`config.mk`:
```
export PLATFORM = sky130hd
export DESIGN_NAME = rs_station
export DESIGN_NICKNAME = d
export VERILOG_FILES = /design/src/rtl/rs_pkg.sv /design/src/rtl/rs_slot.sv /design/src/rtl/rs_age_pick.sv /design/src/rtl/rs_rename.sv /design/src/rtl/rs_station.sv
export SDC_FILE = /design/constraint.sdc
export NUM_CORES = 1
export LEC_CHECK = 0
export BUFFER_PORTS_ARGS = -buffer_cell sky130_fd_sc_hd__buf_2
export CORE_MARGIN = 10
export CORE_UTILIZATION = 45
export CTS_CLUSTER_DIAMETER = 150
export DETAILED_ROUTE_END_ITERATION = 16
export GPL_ROUTABILITY_DRIVEN = 1
export SYNTH_ARGS = -nofsm -noshare
export SYNTH_HDL_FRONTEND = slang
export SYNTH_HIERARCHICAL = 1
export SYNTH_SLANG_ARGS = --single-unit
```
`constraint.sdc`:
```
create_clock -name clk -period 5.5 [get_ports clk]
set_clock_uncertainty 0.15 [all_clocks]
set_input_delay 0.55 -clock clk [delete_from_list [all_inputs] [get_ports clk]]
set_output_delay 0.55 -clock clk [all_outputs]
set_load 0.05 [all_outputs]
```
`src/rtl/rs_pkg.sv`:
```
package rs_pkg;

    // Life cycle of one holding slot
    typedef enum logic [1:0] {
        SLOT_FREE = 2'd0,   // available for dispatch
        SLOT_WAIT = 2'd1,   // holding, collecting operands
        SLOT_SENT = 2'd2    // handed to the unit, result not yet broadcast
    } slot_state_e;

endpackage

```
`src/rtl/rs_slot.sv`:
```
module rs_slot
    import rs_pkg::*;
#(
    parameter int DATA_W  = 16,
    parameter int OP_W    = 4,
    parameter int TAG_W   = 2,
    parameter int SLOT_ID = 0
) (
    input  logic              clk,
    input  logic              rst_n,
    input  logic              load_i,
    input  logic [OP_W-1:0]   load_op_i,
    input  logic              load_a_rdy_i,
    input  logic [TAG_W-1:0]  load_a_tag_i,
    input  logic [DATA_W-1:0] load_a_val_i,
    input  logic              load_b_rdy_i,
    input  logic [TAG_W-1:0]  load_b_tag_i,
    input  logic [DATA_W-1:0] load_b_val_i,
    input  logic              grant_i,
    input  logic              bc_valid_i,
    input  logic [TAG_W-1:0]  bc_tag_i,
    input  logic [DATA_W-1:0] bc_value_i,
    output logic              busy_o,
    output logic              sent_o,
    output logic              ready_o,
    output logic [OP_W-1:0]   op_o,
    output logic [DATA_W-1:0] a_o,
    output logic [DATA_W-1:0] b_o
);

    localparam logic [TAG_W-1:0] OWN_TAG = TAG_W'(SLOT_ID);

    typedef struct packed {
        logic              rdy;
        logic [TAG_W-1:0]  tag;
        logic [DATA_W-1:0] val;
    } opnd_t;

    typedef struct packed {
        slot_state_e      state;
        logic [OP_W-1:0]  op;
        opnd_t            a;
        opnd_t            b;
    } slot_t;

    slot_t slot_d, slot_q;

    // Take a broadcast value into a missing operand whose tag matches
    function automatic opnd_t snoop(opnd_t cur, logic bv, logic [TAG_W-1:0] bt,
                                    logic [DATA_W-1:0] bd);
        opnd_t nxt;
        nxt = cur;
        if (!cur.rdy && bv && (cur.tag == bt)) begin
            nxt.rdy = 1'b1;
            nxt.val = bd;
        end
        return nxt;
    endfunction

    always_comb begin
        slot_d = slot_q;
        unique case (slot_q.state)
            SLOT_FREE: begin
                if (load_i) begin
                    slot_d.state = SLOT_WAIT;
                    slot_d.op    = load_op_i;
                    slot_d.a     = '{rdy: load_a_rdy_i, tag: load_a_tag_i, val: load_a_val_i};
                    slot_d.b     = '{rdy: load_b_rdy_i, tag: load_b_tag_i, val: load_b_val_i};
                end
            end
            SLOT_WAIT: begin
                slot_d.a = snoop(slot_q.a, bc_valid_i, bc_tag_i, bc_value_i);
                slot_d.b = snoop(slot_q.b, bc_valid_i, bc_tag_i, bc_value_i);
                if (grant_i) begin
                    slot_d.state = SLOT_SENT;
                end
            end
            SLOT_SENT: begin
                if (bc_valid_i && (bc_tag_i == OWN_TAG)) begin
                    slot_d.state = SLOT_FREE;
                end
            end
            default: slot_d.state = SLOT_FREE;
        endcase
    end

    always_ff @(posedge clk or negedge rst_n) begin
        if (!rst_n) begin
            slot_q <= '{state: SLOT_FREE, op: '0, a: '0, b: '0};
        end else begin
            slot_q <= slot_d;
        end
    end

    assign busy_o  = (slot_q.state != SLOT_FREE);
    assign sent_o  = (slot_q.state == SLOT_SENT);
    assign ready_o = (slot_q.state == SLOT_WAIT) && slot_q.a.rdy && slot_q.b.rdy;
    assign op_o    = slot_q.op;
    assign a_o     = slot_q.a.val;
    assign b_o     = slot_q.b.val;

endmodule

```
`src/rtl/rs_age_pick.sv`:
```
module rs_age_pick #(
    parameter int N     = 4,
    parameter int TAG_W = 2
) (
    input  logic             clk,
    input  logic             rst_n,
    input  logic [N-1:0]     alloc_i,
    input  logic [N-1:0]     ready_i,
    output logic [N-1:0]     grant_o,
    output logic [TAG_W-1:0] grant_idx_o,
    output logic             grant_any_o
);

    // older[x][y] set: slot x was loaded before slot y
    typedef struct packed {
        logic [N-1:0][N-1:0] older;
    } age_t;

    age_t age_d, age_q;

    always_comb begin
        age_d = age_q;
        for (int k = 0; k < N; k++) begin
            if (alloc_i[k]) begin
                for (int j = 0; j < N; j++) begin
                    age_d.older[k][j] = 1'b0;
                    age_d.older[j][k] = (j != k);
                end
            end
        end
    end

    always_comb begin
        grant_o     = '0;
        grant_idx_o = '0;
        for (int i = 0; i < N; i++) begin
            logic blocked;
            blocked = 1'b0;
            for (int j = 0; j < N; j++) begin
                if ((j != i) && ready_i[j] && age_q.older[j][i]) begin
                    blocked = 1'b1;
                end
            end
            grant_o[i] = ready_i[i] && !blocked;
        end
        for (int i = 0; i < N; i++) begin
            if (grant_o[i]) begin
                grant_idx_o = TAG_W'(i);
            end
        end
    end

    assign grant_any_o = |grant_o;

    always_ff @(posedge clk or negedge rst_n) begin
        if (!rst_n) begin
            age_q <= '0;
        end else begin
            age_q <= age_d;
        end
    end

endmodule

```
`src/rtl/rs_rename.sv`:
```
module rs_rename #(
    parameter int N_REGS = 8,
    parameter int DATA_W = 16,
    parameter int TAG_W  = 2,
    parameter int REG_W  = 3
) (
    input  logic              clk,
    input  logic              rst_n,
    input  logic [REG_W-1:0]  rs1_i,
    input  logic [REG_W-1:0]  rs2_i,
    input  logic              rename_i,
    input  logic [REG_W-1:0]  rd_i,
    input  logic [TAG_W-1:0]  new_tag_i,
    input  logic              bc_valid_i,
    input  logic [TAG_W-1:0]  bc_tag_i,
    input  logic [DATA_W-1:0] bc_value_i,
    output logic              src1_rdy_o,
    output logic [TAG_W-1:0]  src1_tag_o,
    output logic [DATA_W-1:0] src1_val_o,
    output logic              src2_rdy_o,
    output logic [TAG_W-1:0]  src2_tag_o,
    output logic [DATA_W-1:0] src2_val_o
);

    typedef struct packed {
        logic [N_REGS-1:0][DATA_W-1:0] val;
        logic [N_REGS-1:0]             pend;
        logic [N_REGS-1:0][TAG_W-1:0]  tag;
    } table_t;

    typedef struct packed {
        logic              rdy;
        logic [TAG_W-1:0]  tag;
        logic [DATA_W-1:0] val;
    } lookup_t;

    table_t tbl_d, tbl_q;
    lookup_t look1, look2;

    // Source read with same-cycle bypass from the result bus
    function automatic lookup_t read_src(table_t t, logic [REG_W-1:0] r, logic bv,
                                         logic [TAG_W-1:0] bt, logic [DATA_W-1:0] bd);
        lookup_t res;
        res.tag = t.tag[r];
        if (!t.pend[r]) begin
            res.rdy = 1'b1;
            res.val = t.val[r];
        end else if (bv && (t.tag[r] == bt)) begin
            res.rdy = 1'b1;
            res.val = bd;
        end else begin
            res.rdy = 1'b0;
            res.val = '0;
        end
        return res;
    endfunction

    always_comb begin
        look1 = read_src(tbl_q, rs1_i, bc_valid_i, bc_tag_i, bc_value_i);
        look2 = read_src(tbl_q, rs2_i, bc_valid_i, bc_tag_i, bc_value_i);
    end

    always_comb begin
        tbl_d = tbl_q;
        for (int r = 0; r < N_REGS; r++) begin
            if (bc_valid_i && tbl_q.pend[r] && (tbl_q.tag[r] == bc_tag_i)) begin
                tbl_d.val[r]  = bc_value_i;
                tbl_d.pend[r] = 1'b0;
            end
        end
        if (rename_i) begin
            tbl_d.pend[rd_i] = 1'b1;
            tbl_d.tag[rd_i]  = new_tag_i;
        end
    end

    always_ff @(posedge clk or negedge rst_n) begin
        if (!rst_n) begin
            tbl_q <= '0;
        end else begin
            tbl_q <= tbl_d;
        end
    end

    assign src1_rdy_o = look1.rdy;
    assign src1_tag_o = look1.tag;
    assign src1_val_o = look1.val;
    assign src2_rdy_o = look2.rdy;
    assign src2_tag_o = look2.tag;
    assign src2_val_o = look2.val;

endmodule

```
`src/rtl/rs_station.sv`:
```
module rs_station #(
    parameter int N_ENTRIES = 4,
    parameter int N_REGS    = 8,
    parameter int DATA_W    = 16,
    parameter int OP_W      = 4,
    localparam int TAG_W    = $clog2(N_ENTRIES),
    localparam int REG_W    = $clog2(N_REGS)
) (
    input  logic              clk,
    input  logic              rst_n,
    input  logic              disp_valid_i,
    output logic              disp_ready_o,
    input  logic [OP_W-1:0]   disp_op_i,
    input  logic [REG_W-1:0]  disp_rd_i,
    input  logic [REG_W-1:0]  disp_rs1_i,
    input  logic [REG_W-1:0]  disp_rs2_i,
    output logic              issue_valid_o,
    output logic [TAG_W-1:0]  issue_tag_o,
    output logic [OP_W-1:0]   issue_op_o,
    output logic [DATA_W-1:0] issue_a_o,
    output logic [DATA_W-1:0] issue_b_o,
    input  logic              bc_valid_i,
    input  logic [TAG_W-1:0]  bc_tag_i,
    input  logic [DATA_W-1:0] bc_value_i
);

    logic [N_ENTRIES-1:0]             busy_vec;
    logic [N_ENTRIES-1:0]             sent_vec;
    logic [N_ENTRIES-1:0]             ready_vec;
    logic [N_ENTRIES-1:0]             grant_vec;
    logic [N_ENTRIES-1:0]             alloc_vec;
    logic [N_ENTRIES-1:0][OP_W-1:0]   slot_op;
    logic [N_ENTRIES-1:0][DATA_W-1:0] slot_a;
    logic [N_ENTRIES-1:0][DATA_W-1:0] slot_b;
    logic [TAG_W-1:0]                 alloc_tag;
    logic [TAG_W-1:0]                 grant_idx;
    logic                             grant_any;
    logic                             disp_fire;

    logic              s1_rdy, s2_rdy;
    logic [TAG_W-1:0]  s1_tag, s2_tag;
    logic [DATA_W-1:0] s1_val, s2_val;

    // Lowest-numbered free slot receives the next dispatch
    always_comb begin
        alloc_tag = '0;
        for (int i = N_ENTRIES - 1; i >= 0; i--) begin
            if (!busy_vec[i]) begin
                alloc_tag = TAG_W'(i);
            end
        end
    end

    assign disp_ready_o = !(&busy_vec);
    assign disp_fire    = disp_valid_i && disp_ready_o;

    always_comb begin
        alloc_vec = '0;
        if (disp_fire) begin
            alloc_vec[alloc_tag] = 1'b1;
        end
    end

    rs_rename #(
        .N_REGS (N_REGS),
        .DATA_W (DATA_W),
        .TAG_W  (TAG_W),
        .REG_W  (REG_W)
    ) i_rename (
        .clk        (clk),
        .rst_n      (rst_n),
        .rs1_i      (disp_rs1_i),
        .rs2_i      (disp_rs2_i),
        .rename_i   (disp_fire),
        .rd_i       (disp_rd_i),
        .new_tag_i  (alloc_tag),
        .bc_valid_i (bc_valid_i),
        .bc_tag_i   (bc_tag_i),
        .bc_value_i (bc_value_i),
        .src1_rdy_o (s1_rdy),
        .src1_tag_o (s1_tag),
        .src1_val_o (s1_val),
        .src2_rdy_o (s2_rdy),
        .src2_tag_o (s2_tag),
        .src2_val_o (s2_val)
    );

    for (genvar g = 0; g < N_ENTRIES; g++) begin : g_slot
        rs_slot #(
            .DATA_W  (DATA_W),
            .OP_W    (OP_W),
            .TAG_W   (TAG_W),
            .SLOT_ID (g)
        ) i_slot (
            .clk          (clk),
            .rst_n        (rst_n),
            .load_i       (alloc_vec[g]),
            .load_op_i    (disp_op_i),
            .load_a_rdy_i (s1_rdy),
            .load_a_tag_i (s1_tag),
            .load_a_val_i (s1_val),
            .load_b_rdy_i (s2_rdy),
            .load_b_tag_i (s2_tag),
            .load_b_val_i (s2_val),
            .grant_i      (grant_vec[g]),
            .bc_valid_i   (bc_valid_i),
            .bc_tag_i     (bc_tag_i),
            .bc_value_i   (bc_value_i),
            .busy_o       (busy_vec[g]),
            .sent_o       (sent_vec[g]),
            .ready_o      (ready_vec[g]),
            .op_o         (slot_op[g]),
            .a_o          (slot_a[g]),
            .b_o          (slot_b[g])
        );
    end

    rs_age_pick #(
        .N     (N_ENTRIES),
        .TAG_W (TAG_W)
    ) i_pick (
        .clk         (clk),
        .rst_n       (rst_n),
        .alloc_i     (alloc_vec),
        .ready_i     (ready_vec),
        .grant_o     (grant_vec),
        .grant_idx_o (grant_idx),
        .grant_any_o (grant_any)
    );

    assign issue_valid_o = grant_any;
    assign issue_tag_o   = grant_idx;
    assign issue_op_o    = slot_op[grant_idx];
    assign issue_a_o     = slot_a[grant_idx];
    assign issue_b_o     = slot_b[grant_idx];

endmodule

```
==> results.cfg <==
[status]
status = finished, final reports clean

[clocking]
cts_setup_buffers = 0
root_buffer = clkbuf_16
clk_latency_ps = 540
numCtsBuffers = 39
clock_path_buffers = 3
clk_pin_slew_ps = 50
cts_tree = yes
clkSinkCount = 340
cts_max_level = 2

[logic_synthesis]
synth.largest_area_cell = dfrtp_1
async_reset_ff_share_pct = 100
synth_area_um2 = 20400
yosysWarnings = 6
ys_types = 51
seq_area_frac_synth_pct = 41.7
synth_top_area_share_pct = 41.7
synth_area_leaders = dfrtp_1, mux4_2, mux2i_1
ys_seq_elements = 340
syn_nets = 1737
syn_inst = 1702
synth.avg_cell_area_um2 = 12.0
synth_edf_count = 0
ys.flop_type = dfrtp_1

[timing]
period_share_pct = 79.1
max_freq_mhz = 230
fin_crit_ps = 4350
setup_tns_ps = 0
final_max_slew_viol_count = 0
final-setup-viol-count = 0
tightestPinTransition_ps = 1200
hold_ws_ps = 133
hold_viol = 0
rsz0062_at_grt = no
maxSlewHeadroom_pct = 19.4

[cells_and_area]
final_common_cell = dfrtp_1
layout-drive-gt1-share_pct = 29.1
fill_cells = 4035
mostFrequentLayoutCells = dfrtp_1, mux2i_1, inv_1
nets = 1619
syn_to_final_growth_pct = 4.70

[detailed_routing]
num_vias = 12900
drt_pass1_iterations = 5
drt_wl_total_um = 53500
drtIter0Drc = 1150
vias_per_cell = 5.85
drc = 0
ant_nets = 0
wl_per_cell_um = 24.2

[global_routing]
grt_pass1_vias = 13600
grt.overflow.total = 0
grt_max_degree = 140
grt_use_total_pct = 19.8
antenna_found_initial = 2
grt_pass1_wl_um = 82900

[worst_setup_path]
crit_arrival_ps = 3650
critPathRequiredTime_ps = 4800
endpoint_kind = primary output
cp_max_fo = 24
crit_buf_inv = 2
crit_path_top_delay_cell = dfrtp_1
r2r_slack_ps = 1750
worst_path_dominant_cell_family = simple AND/OR/NAND/NOR gates
cp_slowest_stage_delay_ps = 800
worstPathCellList = nand2b_1, nor2_1, a22oi_1, nand3_1, nand2_2, buf_4, mux4_2, buf_2
cp-start-kind = register
critical_path_class = register to primary output

[pwr]
vdd_drop_max_mv = 0.343
power_density_nw_per_um2 = 663
p_leak_nw = 9.11

[floorplanning]
die_x_um = 233
core_um2 = 45100
die_h_um = 233
rows = 78
die_area_um2 = 54300
ioPinCount = 75
initial_core_util_pct = 45.3

[placement]
gp_congestion = 0.876
hpwl_um = 34500
port_buffers = 74

[worst_hold_path]
hold_path_class = input port to register

[run]
maxCapViolCount = 0
kinds of logic (layout without fill, tap and decap cells):
group | after synthesis | count (layout) | synth area share, %
xor gates and xnor gates | 33 | 33 | 1.42
muxes | 462 | 462 | 30.4
buffers and inverters | 428 | 337 | 12.3
AOI/OAI and AO/OA | 215 | 215 | 7.23
DFF | 340 | 340 | 41.7
and+or+nand+nor | 224 | 224 | 7.03
other | 0 | 2 | 0
power breakdown:
part	switching, mW	total, mW	internal, mW
Combinational	4.13	6.91	2.78
Sequential	0.828	4.54	3.71
Clock	1.04	2.73	1.69
Total	6.00	14.2	8.18
flip-flops by register name, summed over array words and instances (netlist names), named ones only:
register / cells
i_rename/tbl_q: 136
g_slot.i_slot/a_o: 64
g_slot.i_slot/b_o: 64
g_slot.i_slot/slot_q: 32
g_slot.i_slot/op_o: 16
i_pick/age_q: 12
cell type report:
cell class                 count  area [µm²]  area share, %
antenna                        2        5.00         0.0234
inverter                     151         567           2.65
tap                          600         751           3.51
clock inverter                12         163          0.761
timing repair buffer         118         726           3.39
multi-input combinational    934        9470           44.3
sequential                   340        8510           39.8
clock buffer                  56        1190           5.58
cell usage after synthesis, types with 3 or more instances:
master,count
nor3b_1,3
nor3_2,8
clkbuf_1,44
mux2i_1,175
a31o_1,8
nand3_1,3
nor3_1,4
and3b_1,68
or2_1,4
buf_2,46
nor4bb_1,8
buf_6,13
inv_1,151
nand2_1,70
nor3b_2,4
nor2_1,22
o22ai_2,17
o21ai_0,5
buf_4,145
buf_1,16
a211oi_1,4
xnor2_1,16
xor2_1,17
mux2_2,148
a21o_1,6
buf_12,12
nor2b_1,5
a31oi_1,136
o21ai_1,13
mux2_1,32
nand4_1,5
o21bai_1,4
mux4_2,101
dfrtp_1,340
o22ai_1,16
nand2b_1,10
mux4_1,6
nand4b_1,3
metrics by stage:
| step | total power [mW] | area, µm² | std cells | setup slack (ps) | util (%) |
|---|---|---|---|---|---|
| floorplan | 10.4 | 20400 | 1702 | 1600 | - |
| global placement | 11.3 | 20000 | 2142 | 1900 | 44.4 |
| detailed placement | 11.5 | 20000 | 2142 | 1740 | 44.4 |
| CTS | 14.2 | 21400 | 2211 | 1150 | 47.4 |
| global route | 15.0 | 21400 | 2212 | 1010 | 47.4 |
| finish | 14.2 | 21400 | 2213 | 1150 | 47.4 |
final timing paths:
kind,start,cells after the start,endpoint
hold / removal,disp_op_i[1],2,g_slot[0].i_slot/op_o[1]
max in group asynchronous,rst_n,3,g_slot[1].i_slot/op_o[0]
setup reg to reg,g_slot[0].i_slot/slot_q[42],8,g_slot[0].i_slot/a_o[11]
min in group asynchronous,rst_n,2,g_slot[1].i_slot/a_o[8]
setup / recovery,g_slot[0].i_slot/slot_q[43],8,issue_a_o[12]
hold reg to reg,g_slot[1].i_slot/op_o[0],1,g_slot[1].i_slot/op_o[0]
routing by layer:
metal | part of all wire [%] | global-route usage (%)
met1 | 44 | 26.6
met2 | 48 | 32.0
met3 | 5.7 | 3.06
met4 | 2.7 | 6.92
met5 | 0 | 0
repair_timing:
action                                  CTS  global route
endpoints found under the setup margin    0             0
hold buffers                              1             0
endpoints found under the hold margin    71             0
resized for setup                         0             0
No activity file was read; power rests on OpenSTA's default activity.
